===== config.mk =====
export PLATFORM = sky130hd
export DESIGN_NAME = win_spill_ctrl
export DESIGN_NICKNAME = d
export VERILOG_FILES = /design/src/rtl/winctl_pkg.sv /design/src/rtl/winctl_decode.sv /design/src/rtl/winctl_counters.sv /design/src/rtl/winctl_ptr.sv /design/src/rtl/win_spill_ctrl.sv
export SDC_FILE = /design/constraint.sdc
export NUM_CORES = 1
export LEC_CHECK = 0
export ABC_CLOCK_PERIOD_IN_PS = 5450
export BUFFER_PORTS_ARGS = -buffer_cell sky130_fd_sc_hd__buf_4
export CAP_MARGIN = 20
export CORE_AREA = 2 2 67 69
export CTS_CLUSTER_DIAMETER = 60
export DETAILED_ROUTE_END_ITERATION = 7
export DIE_AREA = 0 0 69 71
export PLACE_DENSITY = 0.73
export SLEW_MARGIN = 0
export SYNTH_ARGS = -nofsm -noshare
export SYNTH_HDL_FRONTEND = slang
export SYNTH_SLANG_ARGS = --single-unit

===== constraint.sdc =====
create_clock -name clk -period 5.45 [get_ports clk]
set_input_delay 0 -clock clk [delete_from_list [all_inputs] [get_ports clk]]
set_output_delay 0 -clock clk [all_outputs]
set_load 0.005 [all_outputs]

===== src/rtl/winctl_pkg.sv =====
package winctl_pkg;

    localparam int TT_W = 9;

    localparam logic [TT_W-1:0] TT_SPILL_BASE = 9'h080;
    localparam logic [TT_W-1:0] TT_FILL_BASE  = 9'h0C0;
    localparam logic [TT_W-1:0] TT_CLEAN      = 9'h024;
    localparam logic [TT_W-1:0] TT_OTHER_FLAG = 9'h020;

    typedef enum logic [2:0] {
        CMD_IDLE     = 3'd0,
        CMD_OPEN     = 3'd1,
        CMD_CLOSE    = 3'd2,
        CMD_FLUSH    = 3'd3,
        CMD_WROTE    = 3'd4,
        CMD_READBACK = 3'd5,
        CMD_WRITE    = 3'd6,
        CMD_RSVD     = 3'd7
    } cmd_e;

    typedef enum logic [2:0] {
        SEL_FREE   = 3'd0,
        SEL_REST   = 3'd1,
        SEL_OTHER  = 3'd2,
        SEL_CLEAN  = 3'd3,
        SEL_PTR    = 3'd4,
        SEL_SELREG = 3'd5,
        SEL_RSV6   = 3'd6,
        SEL_RSV7   = 3'd7
    } wsel_e;

    typedef enum logic [2:0] {
        ACT_NONE,
        ACT_OPEN,
        ACT_CLOSE,
        ACT_WROTE,
        ACT_READBACK,
        ACT_WRITE,
        ACT_TRAP
    } act_e;

    typedef struct packed {
        act_e            kind;
        logic [TT_W-1:0] tt;
    } action_t;

    // Spill/fill number: base code plus an offset picked by the other-context state
    function automatic logic [TT_W-1:0] compose_tt(
        input logic [TT_W-1:0] base,
        input logic            other_present,
        input logic [5:0]      selreg
    );
        logic [TT_W-1:0] off;
        if (other_present)
            off = TT_OTHER_FLAG | {4'b0000, selreg[5:3], 2'b00};
        else
            off = {4'b0000, selreg[2:0], 2'b00};
        return base | off;
    endfunction

endpackage


===== src/rtl/winctl_decode.sv =====
module winctl_decode
    import winctl_pkg::*;
#(
    parameter int NWIN = 8,
    localparam int CW = $clog2(NWIN)
) (
    input  cmd_e          cmd,
    input  logic [CW-1:0] cansave,
    input  logic [CW-1:0] canrestore,
    input  logic [CW-1:0] otherwin,
    input  logic [CW-1:0] cleanwin,
    input  logic [5:0]    wstate,
    output action_t       act
);
    localparam logic [CW-1:0] FLUSH_FREE = CW'(NWIN - 2);

    logic            other_present;
    logic [TT_W-1:0] spill_tt;
    logic [TT_W-1:0] fill_tt;

    assign other_present = (otherwin != '0);
    assign spill_tt      = compose_tt(TT_SPILL_BASE, other_present, wstate);
    assign fill_tt       = compose_tt(TT_FILL_BASE,  other_present, wstate);

    always_comb begin
        act.kind = ACT_NONE;
        act.tt   = '0;
        unique case (cmd)
            CMD_OPEN: begin
                if (cansave == '0) begin
                    act.kind = ACT_TRAP;
                    act.tt   = spill_tt;
                end else if (cleanwin == canrestore) begin
                    act.kind = ACT_TRAP;
                    act.tt   = TT_CLEAN;
                end else begin
                    act.kind = ACT_OPEN;
                end
            end
            CMD_CLOSE: begin
                if (canrestore == '0) begin
                    act.kind = ACT_TRAP;
                    act.tt   = fill_tt;
                end else begin
                    act.kind = ACT_CLOSE;
                end
            end
            CMD_FLUSH: begin
                if (cansave != FLUSH_FREE) begin
                    act.kind = ACT_TRAP;
                    act.tt   = spill_tt;
                end
            end
            CMD_WROTE:    act.kind = ACT_WROTE;
            CMD_READBACK: act.kind = ACT_READBACK;
            CMD_WRITE:    act.kind = ACT_WRITE;
            default:      act.kind = ACT_NONE;
        endcase
    end

    always_comb begin
        if (act.kind != ACT_TRAP)
            assert_tt_quiet_R11: assert (act.tt == '0);
    end
endmodule


===== src/rtl/winctl_counters.sv =====
module winctl_counters
    import winctl_pkg::*;
#(
    parameter int NWIN   = 8,
    parameter int DATA_W = 8,
    localparam int CW = $clog2(NWIN)
) (
    input  logic              clk,
    input  logic              rst,
    input  action_t           act,
    input  wsel_e             wr_sel,
    input  logic [DATA_W-1:0] wr_data,
    output logic [CW-1:0]     cansave,
    output logic [CW-1:0]     canrestore,
    output logic [CW-1:0]     otherwin,
    output logic [CW-1:0]     cleanwin,
    output logic [5:0]        wstate
);
    localparam logic [CW-1:0] RST_FREE  = CW'(NWIN - 2);
    localparam logic [CW-1:0] CLEAN_CAP = CW'(NWIN - 1);
    localparam logic [CW-1:0] ONE       = CW'(1);

    logic [CW-1:0] cs_n, cr_n, ow_n, cw_n;
    logic [5:0]    ws_n;
    logic          wr_ok;
    logic [CW-1:0] wr_val;

    assign wr_ok  = (wr_data < DATA_W'(NWIN));
    assign wr_val = wr_data[CW-1:0];

    always_comb begin
        cs_n = cansave;
        cr_n = canrestore;
        ow_n = otherwin;
        cw_n = cleanwin;
        ws_n = wstate;
        unique case (act.kind)
            ACT_OPEN: begin
                cs_n = cansave - ONE;
                cr_n = canrestore + ONE;
            end
            ACT_CLOSE: begin
                cs_n = cansave + ONE;
                cr_n = canrestore - ONE;
            end
            ACT_WROTE: begin
                cs_n = cansave + ONE;
                if (otherwin != '0) ow_n = otherwin - ONE;
                else                cr_n = canrestore - ONE;
            end
            ACT_READBACK: begin
                cr_n = canrestore + ONE;
                if (cleanwin < CLEAN_CAP) cw_n = cleanwin + ONE;
                if (otherwin != '0) ow_n = otherwin - ONE;
                else                cs_n = cansave - ONE;
            end
            ACT_WRITE: begin
                unique case (wr_sel)
                    SEL_FREE:   if (wr_ok) cs_n = wr_val;
                    SEL_REST:   if (wr_ok) cr_n = wr_val;
                    SEL_OTHER:  if (wr_ok) ow_n = wr_val;
                    SEL_CLEAN:  if (wr_ok) cw_n = wr_val;
                    SEL_SELREG: ws_n = wr_data[5:0];
                    default:    ;
                endcase
            end
            default: ;
        endcase
    end

    always_ff @(posedge clk) begin
        if (rst) begin
            cansave    <= RST_FREE;
            canrestore <= '0;
            otherwin   <= '0;
            cleanwin   <= CLEAN_CAP;
            wstate     <= '0;
        end else begin
            cansave    <= cs_n;
            canrestore <= cr_n;
            otherwin   <= ow_n;
            cleanwin   <= cw_n;
            wstate     <= ws_n;
        end
    end

    assert_open_moves_R4: assert property (@(posedge clk) disable iff (rst)
        act.kind == ACT_OPEN |=>
            (cansave == $past(cansave) - ONE) && (canrestore == $past(canrestore) + ONE));

    assert_close_moves_R5: assert property (@(posedge clk) disable iff (rst)
        act.kind == ACT_CLOSE |=>
            (cansave == $past(cansave) + ONE) && (canrestore == $past(canrestore) - ONE));

    assert_wrote_other_R8: assert property (@(posedge clk) disable iff (rst)
        (act.kind == ACT_WROTE && otherwin != '0) |=>
            (otherwin == $past(otherwin) - ONE) && $stable(canrestore));

    assert_clean_cap_R9: assert property (@(posedge clk) disable iff (rst)
        (act.kind == ACT_READBACK && cleanwin == CLEAN_CAP) |=> $stable(cleanwin));
endmodule


===== src/rtl/winctl_ptr.sv =====
module winctl_ptr
    import winctl_pkg::*;
#(
    parameter int NWIN   = 8,
    parameter int DATA_W = 8,
    localparam int CW = $clog2(NWIN)
) (
    input  logic              clk,
    input  logic              rst,
    input  action_t           act,
    input  wsel_e             wr_sel,
    input  logic [DATA_W-1:0] wr_data,
    output logic [CW-1:0]     cwp
);
    localparam logic [CW-1:0] LAST = CW'(NWIN - 1);

    logic [CW-1:0] cwp_n;

    always_comb begin
        cwp_n = cwp;
        unique case (act.kind)
            ACT_OPEN:  cwp_n = (cwp == '0)   ? LAST : cwp - CW'(1);
            ACT_CLOSE: cwp_n = (cwp == LAST) ? '0   : cwp + CW'(1);
            ACT_WRITE: if (wr_sel == SEL_PTR && wr_data < DATA_W'(NWIN))
                           cwp_n = wr_data[CW-1:0];
            default: ;
        endcase
    end

    always_ff @(posedge clk) begin
        if (rst) cwp <= '0;
        else     cwp <= cwp_n;
    end

    assert_ptr_in_ring_R10: assert property (@(posedge clk) disable iff (rst)
        cwp <= LAST);

    assert_open_wrap_R4: assert property (@(posedge clk) disable iff (rst)
        (act.kind == ACT_OPEN && cwp == '0) |=> cwp == LAST);

    assert_close_wrap_R5: assert property (@(posedge clk) disable iff (rst)
        (act.kind == ACT_CLOSE && cwp == LAST) |=> cwp == '0);
endmodule


===== src/rtl/win_spill_ctrl.sv =====
module win_spill_ctrl
    import winctl_pkg::*;
#(
    parameter int NWIN   = 8,
    parameter int DATA_W = 8,
    localparam int CW = $clog2(NWIN)
) (
    input  logic              clk,
    input  logic              rst,
    input  logic [2:0]        cmd,
    input  logic [2:0]        wr_sel,
    input  logic [DATA_W-1:0] wr_data,
    output logic [CW-1:0]     cansave_o,
    output logic [CW-1:0]     canrestore_o,
    output logic [CW-1:0]     otherwin_o,
    output logic [CW-1:0]     cleanwin_o,
    output logic [CW-1:0]     cwp_o,
    output logic [5:0]        wstate_o,
    output logic              trap_valid,
    output logic [8:0]        trap_type
);
    action_t act;

    winctl_decode #(.NWIN(NWIN)) u_decode (
        .cmd        (cmd_e'(cmd)),
        .cansave    (cansave_o),
        .canrestore (canrestore_o),
        .otherwin   (otherwin_o),
        .cleanwin   (cleanwin_o),
        .wstate     (wstate_o),
        .act        (act)
    );

    winctl_counters #(.NWIN(NWIN), .DATA_W(DATA_W)) u_counters (
        .clk        (clk),
        .rst        (rst),
        .act        (act),
        .wr_sel     (wsel_e'(wr_sel)),
        .wr_data    (wr_data),
        .cansave    (cansave_o),
        .canrestore (canrestore_o),
        .otherwin   (otherwin_o),
        .cleanwin   (cleanwin_o),
        .wstate     (wstate_o)
    );

    winctl_ptr #(.NWIN(NWIN), .DATA_W(DATA_W)) u_ptr (
        .clk     (clk),
        .rst     (rst),
        .act     (act),
        .wr_sel  (wsel_e'(wr_sel)),
        .wr_data (wr_data),
        .cwp     (cwp_o)
    );

    always_ff @(posedge clk) begin
        if (rst) begin
            trap_valid <= 1'b0;
            trap_type  <= '0;
        end else begin
            trap_valid <= (act.kind == ACT_TRAP);
            trap_type  <= act.tt;
        end
    end

    assert_trap_freezes_R2: assert property (@(posedge clk) disable iff (rst)
        trap_valid |-> ($stable(cansave_o) && $stable(canrestore_o) && $stable(otherwin_o)
                        && $stable(cleanwin_o) && $stable(cwp_o)));

    assert_idle_type_R11: assert property (@(posedge clk) disable iff (rst)
        !trap_valid |-> trap_type == '0);

    assert_flush_static_R7: assert property (@(posedge clk) disable iff (rst)
        cmd == 3'd3 |=> ($stable(cansave_o) && $stable(canrestore_o) && $stable(cwp_o)));
endmodule


==> results of run 1 <==
cell usage in the layout, fill, tap and decap left out, types with 5 or more instances in the layout:
cell type      count
o21ai_0           11
a21oi_1           12
o211ai_1           5
nor2_1            30
buf_4             43
mux2i_1           12
inv_1             11
dlygate4sd3_1      5
nand2b_1           8
ha_1               8
nor3_1             9
nand2_1           11
dfxtp_1           28
registers in the layout (all words and copies together) (netlist names):
signal and flops:
u_counters.wstate 6, trap_type 6, u_counters.cleanwin 3, u_counters.canrestore 3
u_counters.cansave 3, u_counters.otherwin 3, u_ptr.cwp 3, trap_valid 1
worst max-delay path, cell delays in order (launching register included):
cell      delay (ps)
dfxtp_1          420
nor3_1           480
o21a_1           250
nor2_1            70
xnor2_1          160
ha_1             190
nor2_1            50
o221ai_1         100
o21ai_0          130
a31o_2           250
a32oi_1          170
Yosys cell counts, drive strengths merged (2+ instances only):
library cell / instances
or3: 3
nor2: 30
o21bai: 2
a31oi: 4
o211a: 2
nor2b: 2
ha: 8
o21ai: 11
a31o: 2
a211oi: 4
and2: 4
buf: 9
a311o: 2
a311oi: 3
o211ai: 5
nand2b: 8
inv: 11
nand3: 2
nand2: 11
o21a: 2
o22ai: 2
a21boi: 4
and3b: 3
mux2i: 12
o31a: 2
a21oi: 12
dfxtp: 28
nor4: 2
nor3b: 3
nor3: 10
nand4: 4
xor2: 4
clkbuf: 6
a221oi: 3
cell families after synthesis:
logic type / Yosys count / synth area share (%)
AND/OR/NAND/NOR: 89 / 23.6
adder cells (fa/ha/maj): 9 / 5.93
buffers and inverters: 27 / 6.49
flip-flops: 28 / 27.7
multiplexers: 12 / 5.93
other: 1 / 0.185
XOR/XNOR: 5 / 2.16
AO/OA/AOI/OAI: 73 / 28.0
layer usage:
metal	GRT usage, %	up-vias	wire, um
met4	7.84	0	90
met5	0	-	0
met3	2.99	12	347
met2	35.7	84	2610
li1	-	982	-
met1	29.6	976	2560
final timing paths:
kind | endpoint | slack (ps)
setup / recovery | u_counters.cansave[2] | 3120
hold / removal | u_ptr.cwp[1] | 40
setup reg to reg | u_counters.cansave[2] | 3120
hold reg to reg | u_counters.otherwin[1] | 530
power breakdown:
part | internal, uW | total, uW | switching [uW]
sequential | 218 | 241 | 23.6
clock | 98.5 | 171 | 72.8
combinational | 90.5 | 194 | 104
total | 407 | 607 | 200
stage by stage:
stage	total power, uW	setup slack, ps	instances
global placement	431	3340	326
floorplan	376	3450	246
finish	607	3120	335
global route	636	2970	335
detailed placement	434	3220	326
CTS	607	3170	335
what timing repair did:
item,4_1_cts,5_1_grt
endpoints found under the hold margin,5,0
hold buffers,5,0
gates resized for setup,0,0
setup buffers,0,0
cell type report:
type	instances	area (um2)
clock buffers	3	41.3
flip-flops and latches	28	561
multi-input cells	191	1340
inverters	12	45.0
well taps	52	65.1
fillers	391	1750
clock inverters	1	30.0
repair buffers	48	373
==> results.sh, run 1 <==
export IMPL_path_max_fanout=9
export IMPL_crit_arrival_ps=2550
export IMPL_drive_gt1_share_pct=20.8
export IMPL_io_pins=47
export IMPL_synth_cell_type_count=66
export IMPL_worst_hold_path_num_cells=2
export IMPL_reg2reg_depth=10
export IMPL_worst_pin_slew_ps=572
export IMPL_hold_violations=0
export IMPL_synth_flop_cell="dfxtp_1"
export IMPL_dp_hpwl_mm=4.04
export IMPL_die_w_um=69
export IMPL_fmax_mhz=429
export IMPL_cts_buffers=3
export IMPL_setup_viol=0
export IMPL_r2r_start="u_counters.canrestore[0]"
export IMPL_drtPass1Iterations=5
export IMPL_coreArea_um2=4200
export IMPL_nets=309
export IMPL_cts_root_buf="clkbuf_8"
export IMPL_postPlaceCellArea_um2=2330
export IMPL_crit_required_ps=5670
export IMPL_crit_path_end_kind="flip-flop"
export IMPL_synth_seq_cells=28
export IMPL_clockBufferDepth=2
export IMPL_yosysWarnings=0
export IMPL_final_setup_tns_ps=0
export IMPL_fin_area_um2=2460
export IMPL_hold_path_class="input pin to flip-flop"
export IMPL_status="finished clean"
export IMPL_syn_to_final_growth_pct=21.2
export IMPL_gp_congestion=0.986
export IMPL_min_period_ps=2330
export IMPL_numPortBuffers=43
export IMPL_first_global_vias=1837
export IMPL_avgRoutedWirePerCell_um=16.7
export IMPL_rows=24
export IMPL_via_per_inst=6.13
export IMPL_ir_worst_vdd_v=0.000139
export IMPL_drc=0
export IMPL_clk_pin_slew_ps=110
export IMPL_synth_seq_area_share_pct=27.7
export IMPL_netlist_instances=244
export IMPL_grt_start_max_net_pins=24
export IMPL_power_leakage_uw=0.00100
export IMPL_drv_slew=0
export IMPL_synth_edf_count=0
export IMPL_dieArea_um2=4900
export IMPL_crit_path_start="u_counters.canrestore[0]"
export IMPL_grt_setup_unrepaired="no"
export IMPL_timing_hold_ws_ps=43.4
export IMPL_synth_top_area_cell="dfxtp_1"
export IMPL_critPathLaunchType="flip-flop"
export IMPL_antenna_found_initial=0
export IMPL_synth_area_leaders="dfxtp_1 28%, mux2i_1 5.9%, nor2_1 5.6%, ha_1 4.9%, a21oi_1 3.0%"
export IMPL_final_util_pct=58.4
export IMPL_clk_latency_ps=280
export IMPL_async_flop_share_pct=0
export IMPL_synth_avg_cell_area_um2=8.30
export IMPL_tritoncts="built"
export IMPL_via_count=2054
export IMPL_drv_cap=0
export IMPL_min_delay_start="rst"
export IMPL_yosysTopAreaCellShare_pct=27.7
export IMPL_fin_crit_sh_pct=42.7
export IMPL_power_per_cell_area_nw_per_um2=247
export IMPL_critical_path_class="flip-flop to flip-flop"
export IMPL_n_antenna_cell=0
export IMPL_first_iter_violations=188
export IMPL_grt_usage_pct=21.9
export IMPL_mappedNetlistArea_um2=2030
export IMPL_dieHeight_um=71
export IMPL_max_slew_margin_pct=61.8
export IMPL_cts_sinks=28
export IMPL_grt_overflow=0
export IMPL_grt_pass1_wl_mm=8.80
export IMPL_skew_ps=7.02
export IMPL_routed_wl_mm=5.61
export IMPL_cts_max_level=1
export IMPL_start_util_pct=48.2
export IMPL_ant_nets=0
No activity file was read; power rests on OpenSTA's default activity.
==> run 2, diff against run 1 <==
ABC_CLOCK_PERIOD_IN_PS = 2400   (was 5450)
clock period = 2.4 ns   (was 5.45 ns; I/O delays follow)
==> results.sh, run 2 (same netlist as run 1, synthesis figures left out) <==
export IMPL_max_slew_margin_pct=59.5
export IMPL_worst_pin_slew_ps=605
export IMPL_start_util_pct=48.2
export IMPL_grt_start_max_net_pins=24
export IMPL_ant_nets=0
export IMPL_hold_path_class="input pin to flip-flop"
export IMPL_power_total_uw=1380
export IMPL_drv_cap=0
export IMPL_drtPass1Iterations=4
export IMPL_dieHeight_um=71
export IMPL_nets=312
export IMPL_cts_max_level=1
export IMPL_dp_cells=329
export IMPL_critical_path_most_common_cell="xor2_1"
export IMPL_cts_root_buf="clkbuf_8"
export IMPL_rows=24
export IMPL_io_pins=47
export IMPL_timing_hold_ws_ps=57.9
export IMPL_avgRoutedWirePerCell_um=16.6
export IMPL_routed_wl_mm=5.60
export IMPL_status="finished clean"
export IMPL_clockBufferDepth=2
export IMPL_grt_pass1_wl_mm=9.26
export IMPL_critPathSlowestCell="dfxtp_1"
export IMPL_path_cells="xor2_1, nor4_1, nor2_1, fa_1, xor2_1, o21bai_1, nand3_1, a31oi_1"
export IMPL_critical_path_class="flip-flop to flip-flop"
export IMPL_grt_setup_unrepaired="no"
export IMPL_grt_usage_pct=23.0
export IMPL_layout_commonest_cell="buf_4"
export IMPL_critPathLaunchType="flip-flop"
export IMPL_drc=0
export IMPL_tritoncts="built"
export IMPL_cts_setup_buffers=0
export IMPL_finalNonFillerCells=338
export IMPL_gp_congestion=0.945
export IMPL_dieArea_um2=4900
export IMPL_max_stage_delay_ps=510
export IMPL_final_setup_tns_ps=0
export IMPL_cts_buffers=3
export IMPL_first_global_vias=1891
export IMPL_setup_viol=0
export IMPL_drive_gt1_share_pct=21.7
export IMPL_hold_violations=0
export IMPL_drv_slew=0
export IMPL_via_count=2002
export IMPL_power_per_cell_area_nw_per_um2=558
export IMPL_first_iter_violations=128
export IMPL_numPortBuffers=43
export IMPL_die_w_um=69
export IMPL_syn_to_final_growth_pct=22.4
export IMPL_crit_required_ps=2610
export IMPL_coreArea_um2=4200
export IMPL_crit_arrival_ps=2410
export IMPL_clk_pin_slew_ps=100
export IMPL_final_cell_mix="46 x buf_4, 30 x nor2_1, 28 x dfxtp_1"
export IMPL_via_per_inst=5.92
export IMPL_min_period_ps=2200
export IMPL_crit_path_end_kind="flip-flop"
export IMPL_dp_hpwl_mm=4.04
export IMPL_n_antenna_cell=0
export IMPL_antenna_found_initial=0
export IMPL_ir_worst_vdd_v=0.000351
export IMPL_fin_crit_sh_pct=91.7
export IMPL_grt_overflow=0
export IMPL_power_leakage_uw=0.00102
export IMPL_clk_latency_ps=280
export IMPL_skew_ps=2.50
export IMPL_cts_sinks=28
export IMPL_path_max_fanout=9
export IMPL_fmax_mhz=454
export IMPL_top_regs="trap_type (6), u_counters.wstate (6)"
[run 2: cell types whose count changed in the layout (fill, tap and decap cells not counted), sizes merged]
cell,before,now
buf,43,46
[run 2: worst paths after layout]
kind	startpoint	end	slack [ps]	cells after the start
worst max register to register	u_counters.canrestore[0]	u_counters.canrestore[2]	200	8
worst min register to register	u_counters.otherwin[1]	u_counters.otherwin[1]	530	2
worst max-delay path	u_counters.canrestore[0]	u_counters.canrestore[2]	200	8
worst min-delay path	rst	u_counters.wstate[4]	60	2
[run 2: cell type report]
cell class	instances	area (um2)
Clock inverter	1	30.0
Tap cell	52	65.1
Clock buffer	3	41.3
Fill cell	404	1730
Timing Repair Buffer	51	395
Sequential cell	28	561
Multi-Input combinational cell	191	1340
Inverter	12	45.0
[run 2: power by group]
group	switching (uW)	total (uW)	internal, uW
clock	157	380	223
combinational	242	462	219
sequential	47.0	542	495
total	446	1380	937
[run 2: stage by stage]
step	instance area [um2]	utilization [%]	worst slack [ps]
after detailed placement	2360	56.1	225
after global routing	2480	59.0	16.9
after floorplan	2030	-	396
final	2480	59.0	198
after global placement	2360	56.1	302
after CTS	2480	59.0	210
[run 2: worst max-delay path: cells and delay by family (launching register included)]
family / cells / cell delay (ps)
fa+ha+maj: 1 / 390
simple gates: 3 / 600
flops: 1 / 510
xor+xnor: 2 / 330
compound gates: 2 / 310
[run 2: what timing repair did]
item / CTS / global route
resized for setup: 0 / 0
hold buffers: 5 / 0
endpoints found under the hold margin: 5 / 0
[run 2: per-layer routing]
layer  up-vias  GRT usage (%)  routed length, um
met1       940           31.7               2520
met4         0           8.50                109
met2        67           36.3               2620
li1        985              -                  -
met5         -              0                  0
met3        10           3.85                345
==> run 3, diff against run 2 <==
BUFFER_PORTS_ARGS = not set   (was -buffer_cell sky130_fd_sc_hd__buf_4)
CELL_PAD_IN_SITES_DETAIL_PLACEMENT = 0   (was not set)
CELL_PAD_IN_SITES_GLOBAL_PLACEMENT = 1   (was not set)
CORE_AREA = 2 2 70 72   (was 2 2 67 69)
DIE_AREA = 0 0 72 74   (was 0 0 69 71)
DONT_BUFFER_PORTS = 1   (was not set)
PLACE_DENSITY = not set   (was 0.73)
PLACE_DENSITY_LB_ADDON = 0.1   (was not set)
==> results.sh, run 3 (same netlist as run 1, synthesis figures left out) <==
export IMPL_status="finished clean"
export IMPL_path_max_fanout=7
export IMPL_n_antenna_cell=0
export IMPL_grt_pass1_wl_mm=9.78
export IMPL_finalNonFillerCells=305
export IMPL_min_period_ps=2210
export IMPL_path_cells="nor3_1, o21a_1, nor2_1, xnor2_1, ha_1, nor2_1, o221ai_1, o21ai_0, a31o_2, a32oi_1"
export IMPL_cts_buffers=3
export IMPL_fin_crit_sh_pct=91.9
export IMPL_crit_path_end_kind="flip-flop"
export IMPL_layout_commonest_cell="nor2_1"
export IMPL_dieHeight_um=74
export IMPL_numPortBuffers=0
export IMPL_skew_ps=7.05
export IMPL_avgRoutedWirePerCell_um=19.8
export IMPL_first_global_vias=1905
export IMPL_via_per_inst=6.29
export IMPL_grt_overflow=0
export IMPL_tritoncts="built"
export IMPL_ant_nets=0
export IMPL_drc=0
export IMPL_first_iter_violations=169
export IMPL_top_regs="trap_type (6), u_counters.wstate (6)"
export IMPL_clockBufferDepth=2
export IMPL_fill_cells=450
export IMPL_fmax_mhz=454
export IMPL_die_w_um=72
export IMPL_drtPass1Iterations=4
export IMPL_final_setup_tns_ps=0
export IMPL_max_slew_margin_pct=47.9
export IMPL_ir_worst_vdd_v=0.000350
export IMPL_hold_violations=0
export IMPL_gp_congestion=0.868
export IMPL_start_util_pct=44.1
export IMPL_clk_pin_slew_ps=110
export IMPL_crit_arrival_ps=2420
export IMPL_hold_path_class="input pin to flip-flop"
export IMPL_clk_latency_ps=280
export IMPL_power_per_cell_area_nw_per_um2=595
export IMPL_max_stage_delay_ps=420
export IMPL_critical_path_class="flip-flop to flip-flop"
export IMPL_power_leakage_uw=0.000836
export IMPL_dp_hpwl_mm=4.27
export IMPL_coreArea_um2=4600
export IMPL_critPathLaunchType="flip-flop"
export IMPL_grt_usage_pct=23.7
export IMPL_dieArea_um2=5330
export IMPL_grt_setup_unrepaired="no"
export IMPL_critical_path_most_common_cell="nor2_1"
export IMPL_nets=277
export IMPL_routed_wl_mm=6.04
export IMPL_antenna_found_initial=0
export IMPL_via_count=1919
export IMPL_cts_sinks=28
export IMPL_rows=25
export IMPL_cts_max_level=1
export IMPL_power_total_uw=1330
export IMPL_drv_slew=0
export IMPL_worst_pin_slew_ps=780
export IMPL_cts_root_buf="clkbuf_8"
export IMPL_setup_viol=0
export IMPL_final_cell_mix="30 x nor2_1, 28 x dfxtp_1, 12 x a21oi_1, 12 x mux2i_1"
export IMPL_syn_to_final_growth_pct=10.6
export IMPL_drv_cap=0
export IMPL_dp_cells=290
export IMPL_critPathSlowestCell="dfxtp_1"
export IMPL_crit_required_ps=2610
export IMPL_io_pins=47
export IMPL_drive_gt1_share_pct=8.76
export IMPL_grt_start_max_net_pins=21
[run 3: cell count changes in the layout (fill, tap and decap cells not counted), sizes merged]
cell         change
buf             -41
dlygate4sd3      +6
[run 3: stage by stage]
stage	utilization, %	setup WS, ps	hold WS [ps]	area [um2]
floorplan	-	396	147	2030
global placement	44.6	207	75.3	2050
detailed placement	44.6	182	76.8	2050
CTS	48.6	157	2.83	2230
global route	48.7	20.3	29.6	2240
finish	48.7	195	13.5	2240
[run 3: layout make-up]
class                   instances  area (um2)  share of cell area (%)
inverters                      12        45.0                    2.01
multi-input cells             191        1350                    60.2
repair buffers                 16         148                    6.59
clock inverters                 1        30.0                    1.34
flip-flops and latches         28         561                    25.0
well taps                      54        67.6                    3.02
clock buffers                   3        41.3                    1.84
[run 3: repair_timing]
action                     4_1_cts  5_1_grt
hold buffers                    11        0
setup buffers                    0        0
hold endpoints to repair        21        0
setup endpoints to repair        0        1
gates resized for setup          0        2
[run 3: report_power, final]
group | internal (uW) | leakage, uW | total, uW | switching, uW
combinational | 182 | 0.000572 | 406 | 224
clock | 224 | 0.0000357 | 385 | 161
sequential | 495 | 0.000228 | 542 | 47.3
total | 900 | 0.000836 | 1330 | 432
[run 3: worst paths after layout]
| path | start | endpoint | slack (ps) | cells after the start |
|---|---|---|---|---|
| setup / recovery | u_counters.canrestore[2] | u_counters.cansave[2] | 190 | 10 |
| hold / removal | cmd[2] | trap_type[7] | 10 | 3 |
| setup reg to reg | u_counters.canrestore[2] | u_counters.cansave[2] | 190 | 10 |
| hold reg to reg | u_counters.otherwin[1] | u_counters.otherwin[1] | 550 | 2 |
[run 3: metal layers]
metal	vias to the layer above	GRT usage [%]	part of all wire, %
met5	-	0	0
met4	0	9.85	3.3
met3	18	5.28	6.9
met2	72	38.6	46
met1	911	30.8	44
li1	918	-	-
[run 3: worst max-delay path, delay by kind of cell (launching register included)]
| kind | cells | cell delay, ps |
|---|---|---|
| compound gates | 5 | 880 |
| simple gates | 3 | 510 |
| flops | 1 | 420 |
| fa+ha+maj | 1 | 200 |
| xor+xnor | 1 | 140 |
